File: src/rtl/acs_pkg.sv
package acs_pkg;
  localparam int CONSTR = 7;
  localparam int SW     = CONSTR - 1;
  localparam int NST    = 1 << SW;
  localparam logic [CONSTR-1:0] GEN_A = 7'b1111001;
  localparam logic [CONSTR-1:0] GEN_B = 7'b1011011;

  // coded bit pair emitted for a 7-bit encoder window, newest bit at the top
  function automatic logic [1:0] code_pair(input logic [CONSTR-1:0] win);
    return {^(win & GEN_A), ^(win & GEN_B)};
  endfunction
endpackage

File: src/rtl/acs_lane.sv
module acs_lane #(
  parameter int MW  = 10,
  parameter int BMW = 4
) (
  input  logic [MW-1:0]  pm_even,
  input  logic [MW-1:0]  pm_odd,
  input  logic [BMW-1:0] bm_even,
  input  logic [BMW-1:0] bm_odd,
  input  logic [MW-1:0]  sub,
  output logic [MW-1:0]  new_m,
  output logic           pick_odd
);
  logic [MW:0] sum_e, sum_o, win, diff;

  always_comb begin
    sum_e    = {1'b0, pm_even} + {{(MW + 1 - BMW){1'b0}}, bm_even};
    sum_o    = {1'b0, pm_odd}  + {{(MW + 1 - BMW){1'b0}}, bm_odd};
    pick_odd = (sum_o < sum_e);
    win      = pick_odd ? sum_o : sum_e;
    diff     = win - {1'b0, sub};
    new_m    = diff[MW] ? {MW{1'b1}} : diff[MW-1:0];
  end
endmodule

File: src/rtl/best_pick.sv
module best_pick #(
  parameter int LANES = 8,
  parameter int MW    = 10,
  parameter int IW    = 3
) (
  input  logic [LANES*MW-1:0] mets,
  output logic [MW-1:0]       min_m,
  output logic [IW-1:0]       min_l
);
  always_comb begin
    min_m = mets[MW-1:0];
    min_l = '0;
    for (int l = 1; l < LANES; l++) begin
      if (mets[l*MW +: MW] < min_m) begin
        min_m = mets[l*MW +: MW];
        min_l = IW'(l);
      end
    end
  end
endmodule

File: src/rtl/trellis_acs_unit.sv
module trellis_acs_unit
  import acs_pkg::*;
#(
  parameter int MW       = 10,
  parameter int BMW      = 4,
  parameter int LANES    = 8,
  parameter int INIT_MET = 256
) (
  input  logic             clk,
  input  logic             rst_n,
  input  logic             bm_valid,
  output logic             bm_ready,
  input  logic [4*BMW-1:0] bm_data,
  output logic             dec_valid,
  output logic [NST-1:0]   dec_bits,
  output logic [SW-1:0]    best_state
);
  localparam int GROUPS = NST / LANES;
  localparam int LW     = $clog2(LANES);
  localparam int GW     = SW - LW;
  localparam logic [MW-1:0] HALF = MW'(1 << (MW - 1));
  localparam logic [GW-1:0] LAST_G = GW'(GROUPS - 1);

  logic [MW-1:0]      pm [2][NST];
  logic               rd_sel;
  logic               busy;
  logic [GW-1:0]      grp;
  logic [4*BMW-1:0]   bm_q;
  logic [MW-1:0]      sub_q;
  logic [MW-1:0]      run_m;
  logic [SW-1:0]      run_i;
  logic [NST-1:0]     dec_q;
  logic [LANES*MW-1:0] lane_m;
  logic [LANES-1:0]   lane_d;
  logic [MW-1:0]      cand_m, fin_m;
  logic [LW-1:0]      cand_l;
  logic [SW-1:0]      fin_i;
  logic               last_grp, accept;

  assign last_grp = busy && (grp == LAST_G);
  assign bm_ready = !busy || last_grp;
  assign accept   = bm_valid && bm_ready;
  assign dec_bits = dec_q;

  for (genvar l = 0; l < LANES; l++) begin : g_lane
    logic [SW-1:0] st, pe, po;
    logic [1:0]    ce, co;
    assign st = {grp, LW'(l)};
    assign pe = {st[SW-2:0], 1'b0};
    assign po = {st[SW-2:0], 1'b1};
    assign ce = code_pair({st[SW-1], pe});
    assign co = code_pair({st[SW-1], po});
    acs_lane #(.MW(MW), .BMW(BMW)) u_acs (
      .pm_even (pm[rd_sel][pe]),
      .pm_odd  (pm[rd_sel][po]),
      .bm_even (bm_q[ce*BMW +: BMW]),
      .bm_odd  (bm_q[co*BMW +: BMW]),
      .sub     (sub_q),
      .new_m   (lane_m[l*MW +: MW]),
      .pick_odd(lane_d[l])
    );
  end

  best_pick #(.LANES(LANES), .MW(MW), .IW(LW)) u_best (
    .mets (lane_m),
    .min_m(cand_m),
    .min_l(cand_l)
  );

  // running minimum across groups; strict compare keeps the earlier (lower) index
  always_comb begin
    if (grp == '0 || cand_m < run_m) begin
      fin_m = cand_m;
      fin_i = {grp, cand_l};
    end else begin
      fin_m = run_m;
      fin_i = run_i;
    end
  end

  always_ff @(posedge clk or negedge rst_n) begin
    if (!rst_n) begin
      for (int b = 0; b < 2; b++)
        for (int s = 0; s < NST; s++)
          pm[b][s] <= (s == 0) ? '0 : MW'(INIT_MET);
      rd_sel     <= 1'b0;
      busy       <= 1'b0;
      grp        <= '0;
      bm_q       <= '0;
      sub_q      <= '0;
      run_m      <= '0;
      run_i      <= '0;
      dec_q      <= '0;
      dec_valid  <= 1'b0;
      best_state <= '0;
    end else begin
      dec_valid <= last_grp;
      if (busy) begin
        for (int l = 0; l < LANES; l++) begin
          pm[!rd_sel][{grp, LW'(l)}] <= lane_m[l*MW +: MW];
          dec_q[{grp, LW'(l)}]       <= lane_d[l];
        end
        grp   <= grp + 1'b1;
        run_m <= fin_m;
        run_i <= fin_i;
      end
      if (last_grp) begin
        rd_sel     <= !rd_sel;
        best_state <= fin_i;
        sub_q      <= (fin_m > HALF) ? fin_m : '0;
      end
      if (accept) begin
        bm_q <= bm_data;
        busy <= 1'b1;
        grp  <= '0;
      end else if (last_grp) begin
        busy <= 1'b0;
      end
    end
  end
endmodule

File: config.mk
export PLATFORM = sky130hd
export DESIGN_NAME = trellis_acs_unit
export DESIGN_NICKNAME = d
export VERILOG_FILES = /design/src/rtl/acs_pkg.sv /design/src/rtl/acs_lane.sv /design/src/rtl/best_pick.sv /design/src/rtl/trellis_acs_unit.sv
export SDC_FILE = /design/constraint.sdc
export NUM_CORES = 2
export LEC_CHECK = 0
export ABC_AREA = 1
export BUFFER_PORTS_ARGS = -buffer_cell sky130_fd_sc_hd__buf_2
export CELL_PAD_IN_SITES_DETAIL_PLACEMENT = 1
export CELL_PAD_IN_SITES_GLOBAL_PLACEMENT = 2
export CORE_MARGIN = 1.5
export CORE_UTILIZATION = 41
export DETAILED_ROUTE_END_ITERATION = 8
export PLACE_DENSITY_LB_ADDON = 0.1
export SLEW_MARGIN = 20
export SYNTH_ARGS = -nofsm -noshare
export SYNTH_HDL_FRONTEND = slang
export SYNTH_SLANG_ARGS = --single-unit
File: constraint.sdc
create_clock -name clk -period 35.2 [get_ports clk]
set_clock_uncertainty 0.2 [all_clocks]
set_input_delay 3.52 -clock clk [delete_from_list [all_inputs] [get_ports clk]]
set_output_delay 3.52 -clock clk [all_outputs]
set_load 0.02 [all_outputs]
# [Yosys cells after proc, flatten, opt, wreduce, memory -nomap -nowiden]
# Cells that the tools add are included.
[classes] n_addsub=25 multipliers=0 n_div=0 n_lt_le_gt_ge=68 n_eq_ne=1 n_shift=6 muxes=152 n_bitwise=26 n_reduce_logical=33
[op_table] op="bitwise mux 1280 bit" n=8
[op_table] op="2-to-1 mux 640 bit" n=11
[op_table] op="demux 640 bit (select 1 bit)" n=8
[op_table] op="binary-select mux 10 bit (select 6 bit)" n=16
[op_table] op="2-to-1 mux 10 bit" n=57
[op_table] op="bitwise mux 64 bit" n=8
[op_table] op="demux 10 bit (select 6 bit)" n=8
[op_table] op="adder 10 x 4 -> 11 bit" n=16
[op_table] op="greater-or-equal comparator 7 bit (second input constant)" n=24
[op_table] op="inverter 6 -> 7 bit" n=24
[op_table] op="variable part select 16 x 5 -> 4 bit" n=6
[op_table] op="< comparator 11 bit" n=8
[op_table] op="2-to-1 mux 11 bit" n=8
[op_table] op="subtractor 11 x 10 -> 11 bit" n=8
[op_table] op="< comparator 10 bit" n=8
[op_table] op="< comparator 6 x 7 -> 1 bit (second input constant)" n=8
[op_table] op="< comparator 7 x 1 -> 1 bit (second input constant)" n=8
[op_table] op="parity 7 bit" n=7
[op_table] op="greater-or-equal comparator 6 x 1 -> 1 bit (second input constant)" n=8
[op_table] op="demux 1 bit (select 3 bit)" n=8
[op_table] op="logical AND 1 bit" n=19
[op_table] op="2-to-1 mux 3 bit" n=6
[op_table] op="2-to-1 mux 1 bit" n=11
[op_table] op="greater-than comparator 10 bit (second input constant)" n=1
[op_table] op="other kinds (11)" n=17
[totals] register_bits=1398 latch_bits=0 mem_bits_rw=0 rom_bits=0 out_inout_bits=72 wordCells=449 memories=0

# [Depth between registers and ports, before layout]
[depth] depth_word=31 mapped_depth=158 mapped_depth_nobuf=128

# [Modules after synthesis]
# Synthesis repeated with hierarchy kept, for this count alone.
[hier_totals] hier_cells=10157 area_unflattened_um2=77483.1
[by_module_without_submodules] module="trellis_acs_unit" instances=1 cells_per_inst=7229 area_each_um2=60934.7 seq_area_each_um2=35141.2
[by_module_without_submodules] module="acs_lane" instances=8 cells_per_inst=312 area_each_um2=1755.4 seq_area_each_um2=0.0
[by_module_without_submodules] module="best_pick" instances=1 cells_per_inst=432 area_each_um2=2504.9 seq_area_each_um2=0.0

# [Worst setup path after synthesis]
# OpenSTA, ideal clock, no wires.
[synth_timing] path_type="flip-flop to flip-flop" start="register grp[0]" end="register sub_q[9]" setup_time_ns=0.129 t_arrival_ns=20.657 required_time_ns=34.871 setup_slack_ns=14.214 path_stages_with_launch=146 period_less_slack_ns=20.986 cell_sequence="dfrtp_1 buf_4 inv_4 buf_6 buf_4 buf_6 buf_4 buf_4 buf_4 buf_2 buf_4 buf_4 buf_2 buf_2 buf_4 buf_2 buf_2 buf_2 [110 not listed] buf_2 nand2_1 o21ai_0 ha_1 a21oi_1 nor2_1 a211oi_1 o221a_2 nand2_4 nand2_4 buf_6 nand2_1 nand2_1 nand2_1 nor2_2 nand3_2 nand2_1 o21ai_1"
[synth_via] elab_chain_cells=28 elab_cells_between_ends=147
[synth_rtl] element="start: declaration" line_no="trellis_acs_unit.sv:27" text="logic [GW-1:0] grp;"
[synth_rtl] element="start signal: assignment" line_no="trellis_acs_unit.sv:103" text="grp <= grp + 1'b1;"
[synth_rtl] element="inverter 6 -> 7 bit (on tied branches)" line_no="trellis_acs_unit.sv:55, trellis_acs_unit.sv:54"
[synth_rtl] element="binary-select mux 10 bit (select 6 bit) (on tied branches)" line_no="trellis_acs_unit.sv:55, trellis_acs_unit.sv:54"
[synth_rtl] element="2-to-1 mux 10 bit (on tied branches) (2 in series)" line_no="trellis_acs_unit.sv:55, trellis_acs_unit.sv:54"
[synth_rtl] element="adder 10 x 4 -> 11 bit (on tied branches)" line_no="acs_lane.sv:17, acs_lane.sv:16"
[synth_rtl] element="< comparator 11 bit" line_no="acs_lane.sv:18" text="pick_odd = (sum_o < sum_e);"
[synth_rtl] element="2-to-1 mux 11 bit (*)" line_no="acs_lane.sv:19" text="win = pick_odd ? sum_o : sum_e;"
[synth_rtl] element="subtractor 11 x 10 -> 11 bit (*)" line_no="acs_lane.sv:20" text="diff = win - {1'b0, sub};"
[synth_rtl] element="2-to-1 mux 10 bit (*)" line_no="acs_lane.sv:21" text="new_m = diff[MW] ? {MW{1'b1}} : diff[MW-1:0];"
[synth_rtl] element="named net g_lane[1].u_acs.new_m[9]" line_no="acs_lane.sv:10" text="output logic [MW-1:0] new_m,"
[synth_rtl] element="[11 not listed]"
[synth_rtl] element="2-to-1 mux 10 bit (*)" line_no="best_pick.sv:14" text="if (mets[l*MW +: MW] < min_m) begin"
[synth_rtl] element="< comparator 10 bit" line_no="best_pick.sv:14"
[synth_rtl] element="2-to-1 mux 10 bit (*)" line_no="best_pick.sv:14"
[synth_rtl] element="< comparator 10 bit" line_no="trellis_acs_unit.sv:72" text="if (grp == '0 || cand_m < run_m) begin"
[synth_rtl] element="logical OR 1 bit" line_no="trellis_acs_unit.sv:72"
[synth_rtl] element="2-to-1 mux 10 bit (*)" line_no="trellis_acs_unit.sv:72"
[synth_rtl] element="greater-than comparator 10 bit" line_no="trellis_acs_unit.sv:110" text="sub_q <= (fin_m > HALF) ? fin_m : '0;"
[synth_rtl] element="2-to-1 mux 10 bit (*)" line_no="trellis_acs_unit.sv:110"
[synth_rtl] element="end signal: assignment" line_no="trellis_acs_unit.sv:110"
[synth_rtl] element="end: declaration" line_no="trellis_acs_unit.sv:29" text="logic [MW-1:0] sub_q;"
# The timed path passes the listed nets; every way through them passes the cells marked *. The select of a mux whose other input is x is not followed.
# A chain may end at the register's enable or synchronous reset.

# [Worst setup path after layout]
[layout_timing] start="register rd_sel" end="register sub_q[9]"
[layout_via] elab_chain_cells=31 elab_cells_between_ends=119
[layout_rtl] element="start: declaration" line_no="trellis_acs_unit.sv:25" text="logic rd_sel;"
[layout_rtl] element="start signal: assignment" line_no="trellis_acs_unit.sv:108" text="rd_sel <= !rd_sel;"
[layout_rtl] element="inverter 1 -> 2 bit (implied by the code) (*)" line_no="trellis_acs_unit.sv:54, trellis_acs_unit.sv:55"
[layout_rtl] element="2-to-1 mux 640 bit (implied by the code) (*) (3 in series)" line_no="trellis_acs_unit.sv:54, trellis_acs_unit.sv:55"
[layout_rtl] element="binary-select mux 10 bit (select 6 bit) (on tied branches)" line_no="trellis_acs_unit.sv:55, trellis_acs_unit.sv:54"
[layout_rtl] element="2-to-1 mux 10 bit (on tied branches) (2 in series)" line_no="trellis_acs_unit.sv:55, trellis_acs_unit.sv:54"
[layout_rtl] element="adder 10 x 4 -> 11 bit (on tied branches)" line_no="acs_lane.sv:17, acs_lane.sv:16"
[layout_rtl] element="< comparator 11 bit" line_no="acs_lane.sv:18"
[layout_rtl] element="2-to-1 mux 11 bit" line_no="acs_lane.sv:19"
[layout_rtl] element="subtractor 11 x 10 -> 11 bit" line_no="acs_lane.sv:20"
[layout_rtl] element="[12 not listed]"
[layout_rtl] element="2-to-1 mux 10 bit" line_no="best_pick.sv:14"
[layout_rtl] element="< comparator 10 bit" line_no="best_pick.sv:14"
[layout_rtl] element="2-to-1 mux 10 bit (*)" line_no="best_pick.sv:14"
[layout_rtl] element="< comparator 10 bit" line_no="trellis_acs_unit.sv:72"
[layout_rtl] element="logical OR 1 bit" line_no="trellis_acs_unit.sv:72"
[layout_rtl] element="2-to-1 mux 10 bit (*)" line_no="trellis_acs_unit.sv:72"
[layout_rtl] element="greater-than comparator 10 bit" line_no="trellis_acs_unit.sv:110"
[layout_rtl] element="2-to-1 mux 10 bit (*)" line_no="trellis_acs_unit.sv:110"
# Mark *: on every way between the ends. The rest lies on a longest branch, timed or not. The select of a mux whose other input is x is not followed.

==> flow_summary.toml <==
[clock_tree]
clk-insertion-delay-late_ns = 0.85
ctsHoldBuffers = 0
cts_resized = 0
cts_buffer_depth = 3
clk_pin_slew_ns = 0.06
cts_root_buf = "clkbuf_16"
cts_num_sinks = 1398
cts_setup_buffers = 0
cts_buffers = 166
cts_tree = "done"
cts_max_level = 4

[global_routing]
grt_usage_pct = 33.3
grt_pass1_wl_mm = 477
overflow = 0
antenna_found_initial = 13
grt_pass1_vias = 72100
grt_max_degree = 171

[setup_path]
reg2reg_slack_ns = 11.40
worst-path-buf-inv = 13
worstPathMaxFanout = 170
path_class = "flop to flop"
startpoint_type = "flop"
ff2ff_path_depth = 104
r2r_start = "rd_sel"
cpMostUsedCell = "nand2_1"
crit_path_top_delay_cell = "inv_1"
rr_endpoint = "sub_q[9]"
critPathRequiredTime_ns = 35.72
cp-end-kind = "flop"
cp.arrival_ns = 24.32
critical_path.top_delay_family = "simple AND/OR/NAND/NOR gates"
max_stage_delay_ns = 0.83

[yosys]
yosys.area.top_type_share_pct = 41.5
syn_area_um2 = 76800
ys.flop_type = "dfrtp_1"
yosysWarningCount = 0
synth_edf_count = 0
seq_area_frac_synth_pct = 45.8
synth_nets = 10400
synthDistinctLibCells = 56
synthCells = 10100
ys_ff_latch = 1398
yosys.area.top_type = "dfrtp_1"
async_flop_share_pct = 100
synthTopCellsByArea = "dfrtp_1 41%, nand2_1 14%, o21ai_0 12%"
avgSynthCellArea_um2 = 7.57

[min_path]
hold_class = "flop to flop"
worstHoldStart = "pm[378]"
hold_path_depth = 2
min_to = "pm[378]"

[place]
post_dp_cell_area_um2 = 79000
gp_congestion = 0.923
numPortBuffers = 90
hpwl_mm = 208
dp_slack_ns = 11.84

[layout]
multi_input_area_um2 = 34900
post-route-cell-area_um2 = 84600
nets = 10200
syn_to_final_growth_pct = 10.2
seq_area_um2 = 35200
drive_above_1_share_pct = 8.26
fillers = 22600

[timing]
setup_viol = 0
finalHoldViolCount = 0
rsz0062_at_grt = "no"
fin_crit_ns = 23.80
max_freq_mhz = 42.0
whs_ns = 0.266
worst_pin_slew_ns = 1.23
maxSlewViolCount = 0
fin_crit_sh_pct = 67.6
maxSlewHeadroom_pct = 17.0
layout_setup_ws_ns = 11.40
tns_ns = 0

[route]
drtPass1Iterations = 6
top_layer_used = "met5"
met3WireLength_mm = 13.9
wl_met1_mm = 147
vias = 70200
wl_met2_mm = 146
wl_per_cell_um = 25.3
drt-initial-drc-count = 5496
finalWirelength_mm = 317
vias_per_cell = 5.60
drc = 0
ant_nets = 0

[floorplan]
coreArea_um2 = 186000
dieArea_um2 = 190000
io_pins = 91
start_util_pct = 41.4
die_h_um = 436
rows = 158
die_x_um = 436

[outcome]
status = "completed"

[job]
maxCapViolCount = 0
==> registers in the layout (all words and copies together) (netlist names) <==
name        cells
best_state      6
bm_q           16
busy            1
dec_bits       64
dec_valid       1
grp             3
pm           1280
rd_sel          1
run_i           6
run_m          10
sub_q          10
==> worst reg2reg max path, delay by kind of cell, from the launching register on <==
| family | cells | cell delay, ns |
|---|---|---|
| adder cells (fa/ha/maj) | 10 | 3.58 |
| flip-flops | 1 | 0.64 |
| XOR/XNOR | 1 | 0.20 |
| buffers and inverters | 13 | 4.96 |
| AND/OR/NAND/NOR | 47 | 7.41 |
| AO/OA/AOI/OAI | 33 | 6.76 |
==> final cells by class <==
type / count / share of cell area [%]
flip-flops and latches: 1398 / 41.6
multi-input cells: 7057 / 41.3
clock buffers: 245 / 5.70
inverters: 1035 / 4.68
well taps: 2480 / 3.67
repair buffers: 270 / 2.29
clock inverters: 55 / 0.824
diodes: 1 / 0.00296
==> cells in the final DEF (no fill, tap or decap), types with 35 or more instances in the layout <==
master / count
nand2_1: 2878
o21ai_0: 1814
dfrtp_1: 1269
inv_1: 990
nor2_1: 539
a21oi_1: 526
nand3_1: 294
ha_1: 271
buf_4: 171
clkbuf_16: 167
dfstp_2: 126
a31oi_1: 108
xor2_1: 101
buf_2: 89
o22ai_1: 85
o21ai_1: 77
xnor2_1: 46
clkbuf_1: 43
nand2_2: 36
clkbuf_8: 35
==> metrics by stage <==
stage | utilization [%] | instances
after floorplan | - | 10100
after global routing | 45.6 | 12500
final | 45.6 | 12500
after global placement | 42.6 | 12200
after detailed placement | 42.6 | 12200
after CTS | 45.5 | 12500
==> Yosys cell counts (all sizes together), types with 3 or more instances <==
cell type  instances
clkinv            11
xnor2             46
a21oi            534
a211oi             7
a31oi            108
o22ai             85
clkbuf           435
nand3            308
xor2             102
dfstp            126
o21a               8
ha               271
or2               36
o21bai            27
fa                12
dfrtp           1272
nor2             571
nor3              14
o31ai              5
nand2           2921
and3               3
inv             1024
a21o              10
buf              218
o211ai            35
mux2i             24
o21ai           1894
and2               6
nand4             18
==> metal layers <==
| layer | GRT usage (%) | up-vias |
|---|---|---|
| met5 | 0 | - |
| met4 | 9.98 | 2 |
| met3 | 3.76 | 423 |
| met2 | 53.9 | 1596 |
| met1 | 46.8 | 35900 |
| li1 | - | 32300 |
==> kinds of logic after synthesis <==
group	Yosys count	synth area share [%]
AOI/OAI and AO/OA	2721	18.4
buffers and inverters	1688	8.97
DFF	1398	45.8
and+or+nand+nor	3881	20.1
muxes	24	0.313
adders and majority gates	283	4.73
xor gates and xnor gates	148	1.70
==> worst max-delay path by stage <==
stage,from,to,slack [ns],depth (start not counted)
floorplan,grp[0],sub_q[9],14.21,145
global placement,rd_sel,sub_q[1],11.91,105
detailed placement,rd_sel,sub_q[1],11.84,106
CTS,rd_sel,sub_q[9],11.78,107
global route,rd_sel,sub_q[0],9.25,110
finish,rd_sel,sub_q[9],11.40,104
Power is not shown: default switching activity piles up to over one toggle a cycle in this logic, so the estimate is an artifact.
